<file path="src/rtl/tmr_pkg.sv">
package tmr_pkg;
    typedef enum logic [1:0] {
        MODE_PRE13   = 2'b00,
        MODE_FULL16  = 2'b01,
        MODE_RELOAD8 = 2'b10,
        MODE_SPLIT   = 2'b11
    } tmr_mode_e;

    typedef struct packed {
        logic      gate;
        logic      ext_sel;
        tmr_mode_e mode;
    } tmr_cfg_t;

    localparam int CFG_W = 4;
endpackage

</file>
<file path="src/rtl/tmr_tick.sv">
module tmr_tick #(
    parameter int TICK_DIV = 12
) (
    input  logic clk,
    input  logic rst_n,
    output logic tick
);
    localparam int CNT_W = (TICK_DIV > 1) ? $clog2(TICK_DIV) : 1;

    logic [CNT_W-1:0] div_q;

    assign tick = (div_q == CNT_W'(TICK_DIV - 1));

    always_ff @(posedge clk or negedge rst_n) begin
        if (!rst_n) begin
            div_q <= '0;
        end else if (tick) begin
            div_q <= '0;
        end else begin
            div_q <= div_q + 1'b1;
        end
    end
endmodule

</file>
<file path="src/rtl/tmr_edge.sv">
module tmr_edge (
    input  logic clk,
    input  logic rst_n,
    input  logic tick,
    input  logic pin,
    output logic fall
);
    logic prev_q;

    assign fall = tick & prev_q & ~pin;

    always_ff @(posedge clk or negedge rst_n) begin
        if (!rst_n) begin
            prev_q <= 1'b0;
        end else if (tick) begin
            prev_q <= pin;
        end
    end
endmodule

</file>
<file path="src/rtl/tmr_unit.sv">
module tmr_unit
    import tmr_pkg::*;
#(
    parameter int BYTE_W   = 8,
    parameter int PRE_W    = 5,
    parameter bit SPLIT_OK = 1'b1
) (
    input  logic              clk,
    input  logic              rst_n,
    input  tmr_mode_e         mode,
    input  logic              inc,
    input  logic              aux_inc,
    input  logic              wr_lo,
    input  logic              wr_hi,
    input  logic [BYTE_W-1:0] wdata,
    output logic [BYTE_W-1:0] lo_q,
    output logic [BYTE_W-1:0] hi_q,
    output logic              ovf,
    output logic              aux_ovf
);
    localparam logic [PRE_W-1:0] PRE_MAX = {PRE_W{1'b1}};

    logic [BYTE_W-1:0]   lo_d, hi_d;
    logic [2*BYTE_W-1:0] wide;

    always_comb begin
        lo_d    = lo_q;
        hi_d    = hi_q;
        ovf     = 1'b0;
        aux_ovf = 1'b0;
        wide    = {hi_q, lo_q} + 1'b1;
        if (wr_lo) begin
            lo_d = wdata;
        end else if (wr_hi) begin
            hi_d = wdata;
        end else begin
            unique case (mode)
                MODE_PRE13: begin
                    if (inc) begin
                        if (lo_q[PRE_W-1:0] == PRE_MAX) begin
                            lo_d[PRE_W-1:0] = '0;
                            hi_d            = hi_q + 1'b1;
                            ovf             = &hi_q;
                        end else begin
                            lo_d[PRE_W-1:0] = lo_q[PRE_W-1:0] + 1'b1;
                        end
                    end
                end
                MODE_FULL16: begin
                    if (inc) begin
                        {hi_d, lo_d} = wide;
                        ovf          = &{hi_q, lo_q};
                    end
                end
                MODE_RELOAD8: begin
                    if (inc) begin
                        if (&lo_q) begin
                            lo_d = hi_q;
                            ovf  = 1'b1;
                        end else begin
                            lo_d = lo_q + 1'b1;
                        end
                    end
                end
                MODE_SPLIT: begin
                    if (SPLIT_OK) begin
                        if (inc) begin
                            lo_d = lo_q + 1'b1;
                            ovf  = &lo_q;
                        end
                        if (aux_inc) begin
                            hi_d    = hi_q + 1'b1;
                            aux_ovf = &hi_q;
                        end
                    end
                end
            endcase
        end
    end

    always_ff @(posedge clk or negedge rst_n) begin
        if (!rst_n) begin
            lo_q <= '0;
            hi_q <= '0;
        end else begin
            lo_q <= lo_d;
            hi_q <= hi_d;
        end
    end
endmodule

</file>
<file path="src/rtl/tmr_pair.sv">
module tmr_pair
    import tmr_pkg::*;
#(
    parameter int BYTE_W   = 8,
    parameter int PRE_W    = 5,
    parameter int TICK_DIV = 12,
    parameter int ADDR_W   = 3
) (
    input  logic              clk,
    input  logic              rst_n,
    input  logic [ADDR_W-1:0] bus_addr,
    input  logic              bus_wr,
    input  logic [BYTE_W-1:0] bus_wdata,
    output logic [BYTE_W-1:0] bus_rdata,
    input  logic [1:0]        cnt_pin,
    input  logic [1:0]        gate_pin,
    input  logic [1:0]        ovf_ack,
    output logic [1:0]        ovf_flag
);
    localparam int NUM_UNITS = 2;
    localparam int MODE_W    = NUM_UNITS * CFG_W;

    logic [MODE_W-1:0]    mode_q;
    logic [NUM_UNITS-1:0] run_q;
    logic [NUM_UNITS-1:0] flag_q;
    logic                 tick;
    logic [NUM_UNITS-1:0] fall, inc, ovf, aux_ovf, aux_inc;
    logic [NUM_UNITS-1:0] wr_lo, wr_hi;
    logic [BYTE_W-1:0]    lo_q [NUM_UNITS];
    logic [BYTE_W-1:0]    hi_q [NUM_UNITS];
    logic [NUM_UNITS-1:0] flag_set;

    tmr_tick #(.TICK_DIV(TICK_DIV)) u_tick (
        .clk(clk), .rst_n(rst_n), .tick(tick)
    );

    assign aux_inc = {1'b0, tick & run_q[1]};

    for (genvar u = 0; u < NUM_UNITS; u++) begin : g_unit
        tmr_cfg_t cfg;
        logic     en;

        assign cfg = tmr_cfg_t'(mode_q[u*CFG_W +: CFG_W]);
        assign en  = run_q[u] & (~cfg.gate | gate_pin[u]);
        assign inc[u] = en & (cfg.ext_sel ? fall[u] : tick);
        assign wr_lo[u] = bus_wr && (bus_addr == ADDR_W'(2*u + 2));
        assign wr_hi[u] = bus_wr && (bus_addr == ADDR_W'(2*u + 3));

        tmr_edge u_edge (
            .clk(clk), .rst_n(rst_n), .tick(tick),
            .pin(cnt_pin[u]), .fall(fall[u])
        );

        tmr_unit #(
            .BYTE_W(BYTE_W), .PRE_W(PRE_W), .SPLIT_OK(u == 0)
        ) u_core (
            .clk(clk), .rst_n(rst_n), .mode(cfg.mode),
            .inc(inc[u]), .aux_inc(aux_inc[u]),
            .wr_lo(wr_lo[u]), .wr_hi(wr_hi[u]), .wdata(bus_wdata),
            .lo_q(lo_q[u]), .hi_q(hi_q[u]),
            .ovf(ovf[u]), .aux_ovf(aux_ovf[u])
        );
    end

    assign flag_set = {ovf[1] | aux_ovf[0] | aux_ovf[1], ovf[0]};

    always_ff @(posedge clk or negedge rst_n) begin
        if (!rst_n) begin
            mode_q <= '0;
            run_q  <= '0;
            flag_q <= '0;
        end else begin
            if (bus_wr && bus_addr == ADDR_W'(0)) mode_q <= bus_wdata[MODE_W-1:0];
            if (bus_wr && bus_addr == ADDR_W'(1)) run_q  <= bus_wdata[NUM_UNITS-1:0];
            flag_q <= (flag_q & ~ovf_ack) | flag_set;
        end
    end

    assign ovf_flag = flag_q;

    always_comb begin
        bus_rdata = '0;
        case (bus_addr)
            ADDR_W'(0): bus_rdata = BYTE_W'(mode_q);
            ADDR_W'(1): bus_rdata = BYTE_W'({2'b00, flag_q, 2'b00, run_q});
            ADDR_W'(2): bus_rdata = lo_q[0];
            ADDR_W'(3): bus_rdata = hi_q[0];
            ADDR_W'(4): bus_rdata = lo_q[1];
            ADDR_W'(5): bus_rdata = hi_q[1];
            default:    bus_rdata = '0;
        endcase
    end
endmodule

</file>
<file path="config.mk">
export PLATFORM = sky130hd
export DESIGN_NAME = tmr_pair
export DESIGN_NICKNAME = d
export VERILOG_FILES = /design/src/rtl/tmr_pkg.sv /design/src/rtl/tmr_tick.sv /design/src/rtl/tmr_edge.sv /design/src/rtl/tmr_unit.sv /design/src/rtl/tmr_pair.sv
export SDC_FILE = /design/constraint.sdc
export NUM_CORES = 1
export LEC_CHECK = 0
export ABC_CLOCK_PERIOD_IN_PS = 3000
export BUFFER_PORTS_ARGS = -buffer_cell sky130_fd_sc_hd__buf_4
export CAP_MARGIN = 15
export CORE_MARGIN = 10
export CORE_UTILIZATION = 32
export CTS_CLUSTER_SIZE = 30
export DETAILED_ROUTE_END_ITERATION = 10
export PLACE_DENSITY_LB_ADDON = 0.3
export SLEW_MARGIN = 20
export SYNTH_ARGS = -nofsm -noshare
export SYNTH_HDL_FRONTEND = slang
export SYNTH_SLANG_ARGS = --single-unit
export TNS_END_PERCENT = 1
</file>
<file path="constraint.sdc">
create_clock -name clk -period 3 [get_ports clk]
set_clock_uncertainty 0.05 [all_clocks]
set_input_delay 0.15 -clock clk [delete_from_list [all_inputs] [get_ports clk]]
set_output_delay 0.15 -clock clk [all_outputs]
set_load 0.02 [all_outputs]
</file>
Word-level counts from Yosys, hierarchy flattened
Cells that the tools add are included.

storage, ports and cells
  bits in registers = 50
  input port bits = 20
  output and inout port bits = 10
  logic and storage cells = 152

operators by class
  add/sub/neg operators = 9
  eq/ne operators = 29
  muxes and demuxes = 55
  bitwise operators = 21
  reduce and logical (&&, ||, !) cells = 26

operators by type and width
  kind                                                             count
  8-bit 2-to-1 mux                                                 20
  8-bit one-hot mux with 6 select lines                            1
  3-bit by 1-bit != test with 1-bit output, second input constant  14
  16-bit by 1-bit adder with 16-bit output, second input constant  2
  8-bit by 1-bit adder with 8-bit output, second input constant    4
  16-bit AND reduction                                             2
  8-bit AND reduction                                              4
  8-bit one-hot mux with 3 select lines                            1
  1-bit 2-to-1 mux                                                 21
  5-bit 2-to-1 mux                                                 4
  5-bit one-hot mux with 4 select lines                            1
  5-bit AND reduction                                              4
  8-bit one-hot mux with 2 select lines                            1
  5-bit one-hot mux with 3 select lines                            1
  4-bit nonzero test                                               3
  5-bit by 1-bit adder with 5-bit output, second input constant    2
  5-bit == test, second input constant                             2
  1-bit AND                                                        9
  3-bit one-hot mux with 3 select lines                            1
  2-bit == test, second input constant                             3
  3-bit by 2-bit == test with 1-bit output, second input constant  2
  3-bit == test, second input constant                             2
  1-bit logical AND                                                6
  1-bit NOT                                                        6
  18 further kinds                                                 24

Depth between registers and ports, before layout
Gate-level depths: netlist of the first run.

  depth in word-level cells = 11
  gate-level depth with buffers = 9

Hierarchy
From an unflattened synthesis of the first run, not the netlist that was laid out.

second synthesis, totals
  cells, all modules = 463
  area total of the unflattened synthesis = 4185.3 um^2

by module, submodules not included
  module                        instances  cells an instance  area each (um^2)  sequential area each (um^2)
  tmr_unit at g_unit[0].u_core  1          182                1505.2            400.4
  tmr_unit at g_unit[1].u_core  1          164                1411.4            400.4
  tmr_pair                      1          97                 988.4             300.3
  tmr_tick                      1          14                 180.2             100.1
  tmr_edge                      2          3                  50.0              25.0

Least setup slack after synthesis of the first run
OpenSTA, ideal clock, no wires.

  kind = reg2reg
  start point = reg g_unit[1].u_core.lo_q[0]
  end point = reg g_unit[1].u_core.hi_q[5]
  arrival time = 2.081 ns
  required time = 2.867 ns
  slack = 0.786 ns
  stages on the path, launching flop included = 10
  path buffers = 0
  period minus slack after synthesis = 2.214 ns
  path through = dfrtp_1 ha_1 and3_1 ha_1 mux2i_1 a2111oi_2 and3_1 nand4_1 xor2_1 o21ai_0

between the ends
  word-level cells in the longest chain between the ends = 4
  elaborated cells between the ends (all ways) = 7
  classes of those cells = 1 x add/sub; 2 x eq/ne; 3 x mux; 1 x reduce/logical

RTL lines
  item                                      RTL line        RTL
  start, declared                           tmr_unit.sv:16  output logic [BYTE_W-1:0] lo_q,
  start signal, assigned                    tmr_unit.sv:86  lo_q <= lo_d;
  16-bit by 1-bit adder with 16-bit output  tmr_unit.sv:31  wide = {hi_q, lo_q} + 1'b1;
  8-bit 2-to-1 mux                          tmr_unit.sv:50  if (inc) begin
  8-bit one-hot mux with 2 select lines     tmr_unit.sv:37  unique case (mode)
  8-bit 2-to-1 mux                          tmr_unit.sv:34  end else if (wr_hi) begin
  end signal, assigned                      tmr_unit.sv:87  hi_q <= hi_d;
  end, declared                             tmr_unit.sv:17  output logic [BYTE_W-1:0] hi_q,

Several ways; a longest one is shown, not always the timed one. The select of a mux whose other input is x is not followed.
A chain may end at the register's enable or synchronous reset.

Final worst setup path of the first run
  start point = reg g_unit[1].u_core.lo_q[0]
  end point = reg g_unit[1].u_core.hi_q[0]

The elaborated chain is that of the path after synthesis.

==> impl_metrics.ini, run 1 <==
[status]
outcome = completed

[clock_tree]
cts_tree = done
clock-sinks = 50
clk_root_buffer_cell = clkbuf_16
htree_num_levels = 2
cts_setup_buffers = 0
worstSkewPairLatency_ps = 300
path_clk_slew_ps = 70
cts_buffer_depth = 2
cts_buffers = 5

[worst_setup_path]
path_max_fanout = 8
crit_type = flip-flop to flip-flop
crit_required_ps = 3120
end_kind = flip-flop
cp_cell_sequence = ha_1, and3_1, ha_1, mux2i_1, a2111oi_2, o21ai_1, o21ai_0, o21ai_0
slowest_stage = a2111oi_2
start_kind = flip-flop
arrival_ps = 2660
crit_path_max_incr_delay_ps = 500

[cells_and_area]
drive_above_1_share = 0.126
multi_input_area_um2 = 2400
antenna_cells = 0
num-nets-final = 520
ff_latch_area_um2 = 1250
fillers = 1170
area_delta_synth_final_pct = 13.6
final_core_util = 0.376
final_cells = 629

[drt]
wl_per_cell_um = 20.7
ant_nets = 0
vias = 3854
drt-initial-drc-count = 530
dr.pass1.iters = 5
wl_mm = 13.0
drc = 0
vias_per_cell = 6.13

[logic_synthesis]
synth_seq_cells = 50
synth_top_family_by_area = compound AO/OA/AOI/OAI gates
syn_inst = 466
syn_nets = 501
synthArstFlopShare = 1.00
synth_flop_cell = dfrtp_1
synth_edf_count = 0
yosysSeqAreaShare = 0.327
yosys.area_share.simple = 0.234
synth.avg_cell_area_um2 = 8.22
synthAdderAreaFrac = 0.0490
synthMuxAreaShare = 0.0748
synth_compound_area_frac = 0.258
synth.cell_area_um2 = 3830
yosysWarnings = 0
yosys.area_share.xor_xnor = 0.0114
ys_types = 62

[job]
drv_cap = 0

[timing]
clock.fmax_mhz = 394
slew_headroom = 0.555
slew_viol_final = 0
fin_crit_ps = 2540
hold_violations = 0
rsz0062_at_grt = no
setup_viol = 0
min_period_over_period = 0.847
fin_setup_tns_ps = 0
worst_pin_slew_ps = 668

[grt]
grt_pass1_wl_mm = 20.5
grt_antenna_before_repair = 0
grt.total_usage = 0.156
grt_pass1_vias = 3670
grt_overflow = 0
grt_start_max_net_pins = 51

[pwr]
p_per_area_nw_per_um2 = 685
cellLeakagePower_uw = 0.00178
max-vdd-ir-drop_mv = 0.275

[floorplan]
dieArea_um2 = 16700
die_w_um = 129
initial_utilization = 0.331
rows = 39
num_io_pins = 30
design.core.area_um2 = 11600
die_h_um = 129

[placement]
dp_hpwl_mm = 9.45
place_inst = 619
io_buffers = 29
gp_congestion = 0.918

[min_path]
hp-class = primary input to flip-flop
## where the power goes
| group | switching, uW | internal, uW |
|---|---|---|
| clock network | 291 | 400 |
| registers | 359 | 851 |
| logic | 623 | 459 |
| total | 1270 | 1710 |
## through the flow
| stage | hold slack (ps) | total power [uW] | setup WS (ps) | cell area (um2) |
|---|---|---|---|---|
| final | 37.3 | 2980 | 459 | 4350 |
| after global routing | 39.7 | 3160 | 167 | 4350 |
| after CTS | 33.7 | 2960 | 484 | 4350 |
| after detailed placement | 194 | 2270 | 495 | 4160 |
| after global placement | 193 | 2250 | 576 | 4160 |
| after floorplan | -196 | 1860 | 786 | 3830 |
## layout make-up
class | instances | area share
Sequential cell | 50 | 0.287
Clock buffer | 5 | 0.0287
Tap cell | 143 | 0.0411
Multi-Input combinational cell | 373 | 0.552
Clock inverter | 3 | 0.0112
Inverter | 19 | 0.0164
Timing Repair Buffer | 36 | 0.0632
## synthesized netlist by cell type (11+ instances only)
cell	number	share of area
ha_1	15	0.049
mux2_2	11	0.032
nor3_1	12	0.016
clkbuf_1	12	0.012
nand3_1	17	0.022
o21ai_0	35	0.046
and3_1	13	0.021
dfrtp_1	50	0.33
nor2_1	42	0.041
nand2_1	56	0.055
inv_1	19	0.019
mux2i_1	14	0.037
a21oi_1	24	0.031
## layer usage
layer | vias up | share of wire | GRT usage
met5 | - | 0 | 0
met4 | 0 | 0.032 | 0.0595
met3 | 32 | 0.072 | 0.0245
met2 | 159 | 0.45 | 0.240
met1 | 1885 | 0.45 | 0.214
li1 | 1778 | - | -
## repair_timing
action | 4_1_cts | 5_1_grt
hold buffers | 2 | 0
hold endpoints to repair | 51 | 0
resized for setup | 0 | 0
## state kept, by name, indices dropped and copies added (netlist names)
register              count
g_unit.u_core.hi_q       16
g_unit.u_core.lo_q       16
g_unit.u_edge.prev_q      2
mode_q                    8
ovf_flag                  2
run_q                     2
u_tick.div_q              4
## cells by family after synthesis
family / after synthesis
multiplexers: 26
flip-flops: 50
XOR/XNOR: 5
buffers and inverters: 43
AND/OR/NAND/NOR: 183
AO/OA/AOI/OAI: 144
adder cells (fa/ha/maj): 15
## critical path: cells and delay by family, from the launching register on
family | cells | cell delay, ps
flops | 1 | 460
simple gates | 1 | 190
mux | 1 | 110
compound gates | 4 | 1110
fa+ha+maj | 2 | 490
## cells in the final DEF, fill, tap and decap left out, drive strengths merged, types with 3 or more instances in the layout
cell type / n
and3: 13
inv: 20
dfrtp: 50
a21o: 4
xor2: 3
nor2: 42
buf: 34
nor2b: 9
a221oi: 8
o211ai: 8
a21oi: 24
o32ai: 3
a31oi: 9
a211oi: 3
nand2: 56
clkbuf: 5
nand4: 9
a22oi: 6
mux2i: 14
nand3: 17
o21a: 3
o32a: 3
mux2: 11
o221ai: 4
nor3: 12
o31ai: 5
ha: 15
nor4: 4
or3: 3
nand2b: 7
o22ai: 6
o21ai: 38
## worst paths after layout
kind	end	cells past startpoint	slack (ps)	startpoint
worst max register to register	g_unit[1].u_core.hi_q[0]	8	460	g_unit[1].u_core.lo_q[0]
worst min register to register	u_tick.div_q[0]	1	430	u_tick.div_q[0]
worst max-delay path	g_unit[1].u_core.hi_q[0]	8	460	g_unit[1].u_core.lo_q[0]
max in group asynchronous	g_unit[1].u_edge.prev_q	2	2090	rst_n
min in group asynchronous	g_unit[1].u_core.hi_q[0]	2	380	rst_n
worst min-delay path	g_unit[1].u_edge.prev_q	2	40	cnt_pin[1]
Power figures use the tool's default switching activity.
==> run 2, diff against run 1 <==
--- a/config.mk
+++ b/config.mk
@@ -5,7 +5,7 @@
 export SDC_FILE = /design/constraint.sdc
 export NUM_CORES = 1
 export LEC_CHECK = 0
-export ABC_CLOCK_PERIOD_IN_PS = 3000
+export ABC_CLOCK_PERIOD_IN_PS = 2460
 export BUFFER_PORTS_ARGS = -buffer_cell sky130_fd_sc_hd__buf_4
 export CAP_MARGIN = 15
 export CORE_MARGIN = 10
==> constraint.sdc (replaced) <==
create_clock -name clk -period 2.46 [get_ports clk]
set_clock_uncertainty 0.05 [all_clocks]
set_input_delay 0.123 -clock clk [delete_from_list [all_inputs] [get_ports clk]]
set_output_delay 0.123 -clock clk [all_outputs]
set_load 0.02 [all_outputs]
==> run 2 against run 1 <==
Net effect:
- flip-flop and latch count did not move
- first-iteration DRC count fell by 0.38%
- non-clock buffer count rose by 13
- design area rose by 2.5%
- fmax rose by 12%
- die area did not move
- count of clock-buffer cells in the layout rose by 1
- worst hold slack got worse by 27 ps
==> impl_metrics.ini, run 2 (same netlist as run 1, synthesis figures left out) <==
[grt]
grt_pass1_wl_mm = 20.7
grt_overflow = 0
grt_antenna_before_repair = 0
grt.total_usage = 0.157
grt_pass1_vias = 3676
grt_start_max_net_pins = 51

[timing]
slew_headroom = 0.539
rsz0062_at_grt = no
holdWs_ps = 10.7
clock.fmax_mhz = 440
slew_viol_final = 0
fin_setup_tns_ps = 0
worst_pin_slew_ps = 691
min_period_over_period = 0.923
fin_crit_ps = 2270
setup_viol = 0
hold_violations = 0

[floorplan]
dieArea_um2 = 16700
design.core.area_um2 = 11600
initial_utilization = 0.331
die_h_um = 129
die_w_um = 129
num_io_pins = 30
rows = 39

[drt]
drt-initial-drc-count = 528
vias_per_cell = 6.00
ant_nets = 0
drc = 0
vias = 3851
wl_per_cell_um = 20.4
dr.pass1.iters = 5
wl_mm = 13.1

[worst_setup_path]
arrival_ps = 2370
start_kind = flip-flop
end_kind = flip-flop
cp_cell_sequence = inv_1, ha_1, or3_1, a22o_1, a221o_1, o21ai_0, o21ai_0
crit_required_ps = 2560
rr_worst_depth = 7
r2r-end = g_unit[0].u_core.lo_q[1]
crit_type = flip-flop to flip-flop
crit_top_cell = o21ai_0
reg2reg_slack_ps = 190
path_max_fanout = 10
cp-startpoint = mode_q[0]
reg2reg_from = mode_q[0]
slowest_stage = or3_1
crit_path_max_incr_delay_ps = 430

[clock_tree]
clock-sinks = 50
cts_setup_buffers = 0
clk_root_buffer_cell = clkbuf_16
cts_buffers = 5
cts_buffer_depth = 2
htree_num_levels = 2
worstSkewPairLatency_ps = 300
path_clk_slew_ps = 70
cts_tree = done

[placement]
dpl-instance-area_um2 = 4260
dp_hpwl_mm = 9.71
place_inst = 632
gp_congestion = 0.936
io_buffers = 29

[cells_and_area]
top_regs = g_unit.u_core.hi_q: 16 flops, g_unit.u_core.lo_q: 16 flops, mode_q: 8 flops
final_area_um2 = 4460
final_common_cell = nand2_1
antenna_cells = 0
drive_above_1_share = 0.148
area_delta_synth_final_pct = 16.4
num-nets-final = 533
most-common-layout-cells = 56 x nand2_1, 50 x dfrtp_1, 47 x buf_4, 42 x nor2_1, 35 x o21ai_0
final_cells = 642

[pwr]
p_per_area_nw_per_um2 = 825
total_power_uw = 3680
max-vdd-ir-drop_mv = 0.316
cellLeakagePower_uw = 0.00184

[min_path]
holdPathStages = 2
hold_path_end = g_unit[1].u_edge.prev_q
hp-class = primary input to flip-flop
hp-start = cnt_pin[1]

[job]
drv_cap = 0

[status]
outcome = completed
## run 2: worst max-delay path by stage
| stage | end | slack, ps | depth (start not counted) |
|---|---|---|---|
| after floorplan | g_unit[1].u_core.hi_q[5] | 250 | 9 |
| after global placement | g_unit[1].u_core.hi_q[0] | 280 | 8 |
| after detailed placement | g_unit[0].u_core.lo_q[1] | 260 | 7 |
| after CTS | g_unit[0].u_core.lo_q[1] | 230 | 7 |
| after global routing | g_unit[1].u_core.lo_q[6] | 50 | 7 |
| final | g_unit[0].u_core.lo_q[1] | 190 | 7 |
## run 2: layout make-up
| cell class | instances | area, um2 |
|---|---|---|
| tap | 143 | 179 |
| clock inverter | 2 | 37.5 |
| timing repair buffer | 49 | 373 |
| clock buffer | 6 | 129 |
| inverter | 19 | 71.3 |
| fill | 1189 | 7100 |
| multi-input combinational | 373 | 2420 |
| sequential | 50 | 1250 |
## run 2: repair_timing
action,CTS,global route
resized for setup,0,2
hold buffers,2,0
hold endpoints to repair,51,0
endpoints found under the setup margin,0,6
## run 2: metal layers
layer | track usage | wire length (um) | up-vias
met5 | 0 | 0 | -
met4 | 0.0582 | 352 | 0
met3 | 0.0241 | 1020 | 24
met2 | 0.243 | 5850 | 159
met1 | 0.216 | 5880 | 1861
li1 | - | - | 1807
## run 2: power breakdown
group	internal (uW)	leakage (uW)	total, uW	switching, uW
Combinational	611	0.00116	1430	821
Clock	482	0.0000771	818	337
Sequential	1040	0.000608	1430	391
Total	2130	0.00184	3680	1550
## run 2: metrics by stage
| stage | utilization | worst slack, ps |
|---|---|---|
| after floorplan | - | 246 |
| after global placement | 0.368 | 278 |
| after detailed placement | 0.368 | 262 |
| after CTS | 0.384 | 227 |
| after global routing | 0.386 | 47.0 |
| final | 0.386 | 189 |
## run 2: critical path: cells and delay by family (launching register included)
family | cells | cell delay [ps]
and+or+nand+nor | 1 | 430
DFF | 1 | 400
buffers and inverters | 1 | 100
adders and majority gates | 1 | 320
AOI/OAI and AO/OA | 4 | 840
==> run 3, diff against run 2 <==
--- a/config.mk
+++ b/config.mk
@@ -5,14 +5,16 @@
 export SDC_FILE = /design/constraint.sdc
 export NUM_CORES = 1
 export LEC_CHECK = 0
-export ABC_CLOCK_PERIOD_IN_PS = 2460
+export ABC_CLOCK_PERIOD_IN_PS = 2450
 export BUFFER_PORTS_ARGS = -buffer_cell sky130_fd_sc_hd__buf_4
 export CAP_MARGIN = 15
 export CORE_MARGIN = 10
 export CORE_UTILIZATION = 32
 export CTS_CLUSTER_SIZE = 30
 export DETAILED_ROUTE_END_ITERATION = 10
+export MAX_ROUTING_LAYER = met4
 export PLACE_DENSITY_LB_ADDON = 0.3
+export SKIP_LAST_GASP = 1
 export SLEW_MARGIN = 20
 export SYNTH_ARGS = -nofsm -noshare
 export SYNTH_HDL_FRONTEND = slang
==> constraint.sdc (replaced) <==
create_clock -name clk -period 2.45 [get_ports clk]
set_clock_uncertainty 0.05 [all_clocks]
set_input_delay 0.1225 -clock clk [delete_from_list [all_inputs] [get_ports clk]]
set_output_delay 0.1225 -clock clk [all_outputs]
set_load 0.02 [all_outputs]
==> run 3 against run 2 <==
Net effect:
- clock power is essentially flat
- via count up 0.96%
- fmax rose by 0.48%
- first-iteration DRC count shrank 22%
- critical path type unchanged
- sequential power about the same
- critical path depth is 2 higher
==> impl_metrics.ini, run 3 (same netlist as run 1, synthesis figures left out) <==
[cells_and_area]
area_delta_synth_final_pct = 16.5
final_common_cell = nand2_1
multi_input_area_um2 = 2400
top_regs = g_unit.u_core.hi_q: 16 flops, g_unit.u_core.lo_q: 16 flops, mode_q: 8 flops
most-common-layout-cells = 56 x nand2_1, 50 x dfrtp_1, 50 x buf_4, 42 x nor2_1, 35 x o21ai_0
fillers = 1160
ff_latch_area_um2 = 1250
drive_above_1_share = 0.153
num-nets-final = 536
antenna_cells = 0

[clock_tree]
path_clk_slew_ps = 80
clock-sinks = 50
cts_tree = done
clk_root_buffer_cell = clkbuf_16
cts_buffer_depth = 2
cts_buffers = 5
cts_resized = 0
htree_num_levels = 2
worstSkewPairLatency_ps = 310

[worst_setup_path]
end_kind = flip-flop
reg2reg_slack_ps = 190
cp_cell_sequence = ha_1, and3_1, ha_1, mux2i_1, a2111oi_2, and3_1, nand4_1, xor2_1, o21ai_0
slowest_stage = a2111oi_2
crit_path_max_incr_delay_ps = 470
arrival_ps = 2440
rr_worst_depth = 9
crit_required_ps = 2630
reg2reg_from = g_unit[1].u_core.lo_q[0]
path_max_fanout = 4
crit_type = flip-flop to flip-flop
cp-endpoint = g_unit[1].u_core.hi_q[5]
cp-startpoint = g_unit[1].u_core.lo_q[0]
start_kind = flip-flop
r2r-end = g_unit[1].u_core.hi_q[5]

[floorplan]
design.core.area_um2 = 11600
dieArea_um2 = 16700
num_io_pins = 30
die_h_um = 129
rows = 39
die_w_um = 129
initial_utilization = 0.331

[status]
outcome = completed

[drt]
dr.pass1.iters = 6
ant_nets = 0
drt-initial-drc-count = 410
vias = 3888
vias_per_cell = 6.03
wl_mm = 13.2
drc = 0
wl_per_cell_um = 20.5

[job]
drv_cap = 0

[grt]
grt.total_usage = 0.163
grt_start_max_net_pins = 51
grt_overflow = 0
grt_antenna_before_repair = 0
grt_pass1_vias = 3733
grt_pass1_wl_mm = 20.6

[timing]
setup_viol = 0
min_period_over_period = 0.923
clock.fmax_mhz = 442
slew_headroom = 0.529
fin_crit_ps = 2260
worst_pin_slew_ps = 707
rsz0062_at_grt = no
slew_viol_final = 0
worst_slack_ps = 189
fin_setup_tns_ps = 0
hold_violations = 0

[pwr]
max-vdd-ir-drop_mv = 0.301
cellLeakagePower_uw = 0.00186
p_per_area_nw_per_um2 = 826

[placement]
io_buffers = 29
pre_cts_ws_ps = 231
gp_congestion = 0.948
dp_hpwl_mm = 9.74

[min_path]
hp-class = primary input to flip-flop
-- run 3: cell count changes in the layout (fill, tap and decap cells not counted), sizes merged --
cell      before  now
buf           47   50
clkbuf         6    5
clkinv         0    2
clkinvlp       1    0
-- run 3: repair_timing --
action / CTS / global route
setup endpoints to repair: 0 / 0
hold buffers: 2 / 0
setup buffers: 0 / 0
hold endpoints to repair: 51 / 0
-- run 3: cell type report --
type	instances	area share
inverters	19	0.0160
clock buffers	5	0.0280
flip-flops and latches	50	0.280
multi-input cells	373	0.538
well taps	143	0.0401
clock inverters	3	0.00897
repair buffers	52	0.0886
-- run 3: through the flow --
| step | power (uW) | util | cell area (um2) | hold WS [ps] | instances |
|---|---|---|---|---|---|
| after floorplan | 2280 | - | 3830 | -223 | 466 |
| after global placement | 2840 | 0.370 | 4280 | 164 | 635 |
| after detailed placement | 2850 | 0.370 | 4280 | 166 | 635 |
| after CTS | 3680 | 0.386 | 4460 | 10.9 | 645 |
| after global routing | 3930 | 0.386 | 4460 | 18.3 | 645 |
| final | 3690 | 0.386 | 4460 | 13.1 | 645 |
-- run 3: layer usage --
metal / vias to the layer above / wire, um / track usage
met4: 0 / 244 / 0.0542
li1: 1824 / - / -
met3: 20 / 973 / 0.0253
met2: 144 / 5950 / 0.244
met1: 1900 / 6050 / 0.219
met5: - / 0 / -
-- run 3: worst min-delay path by stage --
stage / start / end / depth (start not counted) / slack, ps
detailed placement: rst_n / g_unit[1].u_core.hi_q[0] / 1 / 170
CTS: cnt_pin[1] / g_unit[1].u_edge.prev_q / 2 / 10
global route: cnt_pin[1] / g_unit[1].u_edge.prev_q / 2 / 20
floorplan: rst_n / g_unit[0].u_core.hi_q[0] / 0 / -220
global placement: rst_n / g_unit[1].u_core.hi_q[2] / 1 / 160
finish: ovf_ack[1] / ovf_flag[1] / 2 / 10
-- run 3: worst max-delay path: cells and delay by family (launching register included) --
family	cells	cell delay, ps
multiplexers	1	90
adder cells (fa/ha/maj)	2	350
XOR/XNOR	1	170
flip-flops	1	360
AND/OR/NAND/NOR	3	560
AO/OA/AOI/OAI	2	610
-- run 3: power breakdown --
group | leakage [uW] | internal, uW | switching [uW] | total, uW
Sequential | 0.000608 | 1040 | 390 | 1430
Combinational | 0.00117 | 619 | 820 | 1440
Clock | 0.0000836 | 479 | 339 | 818
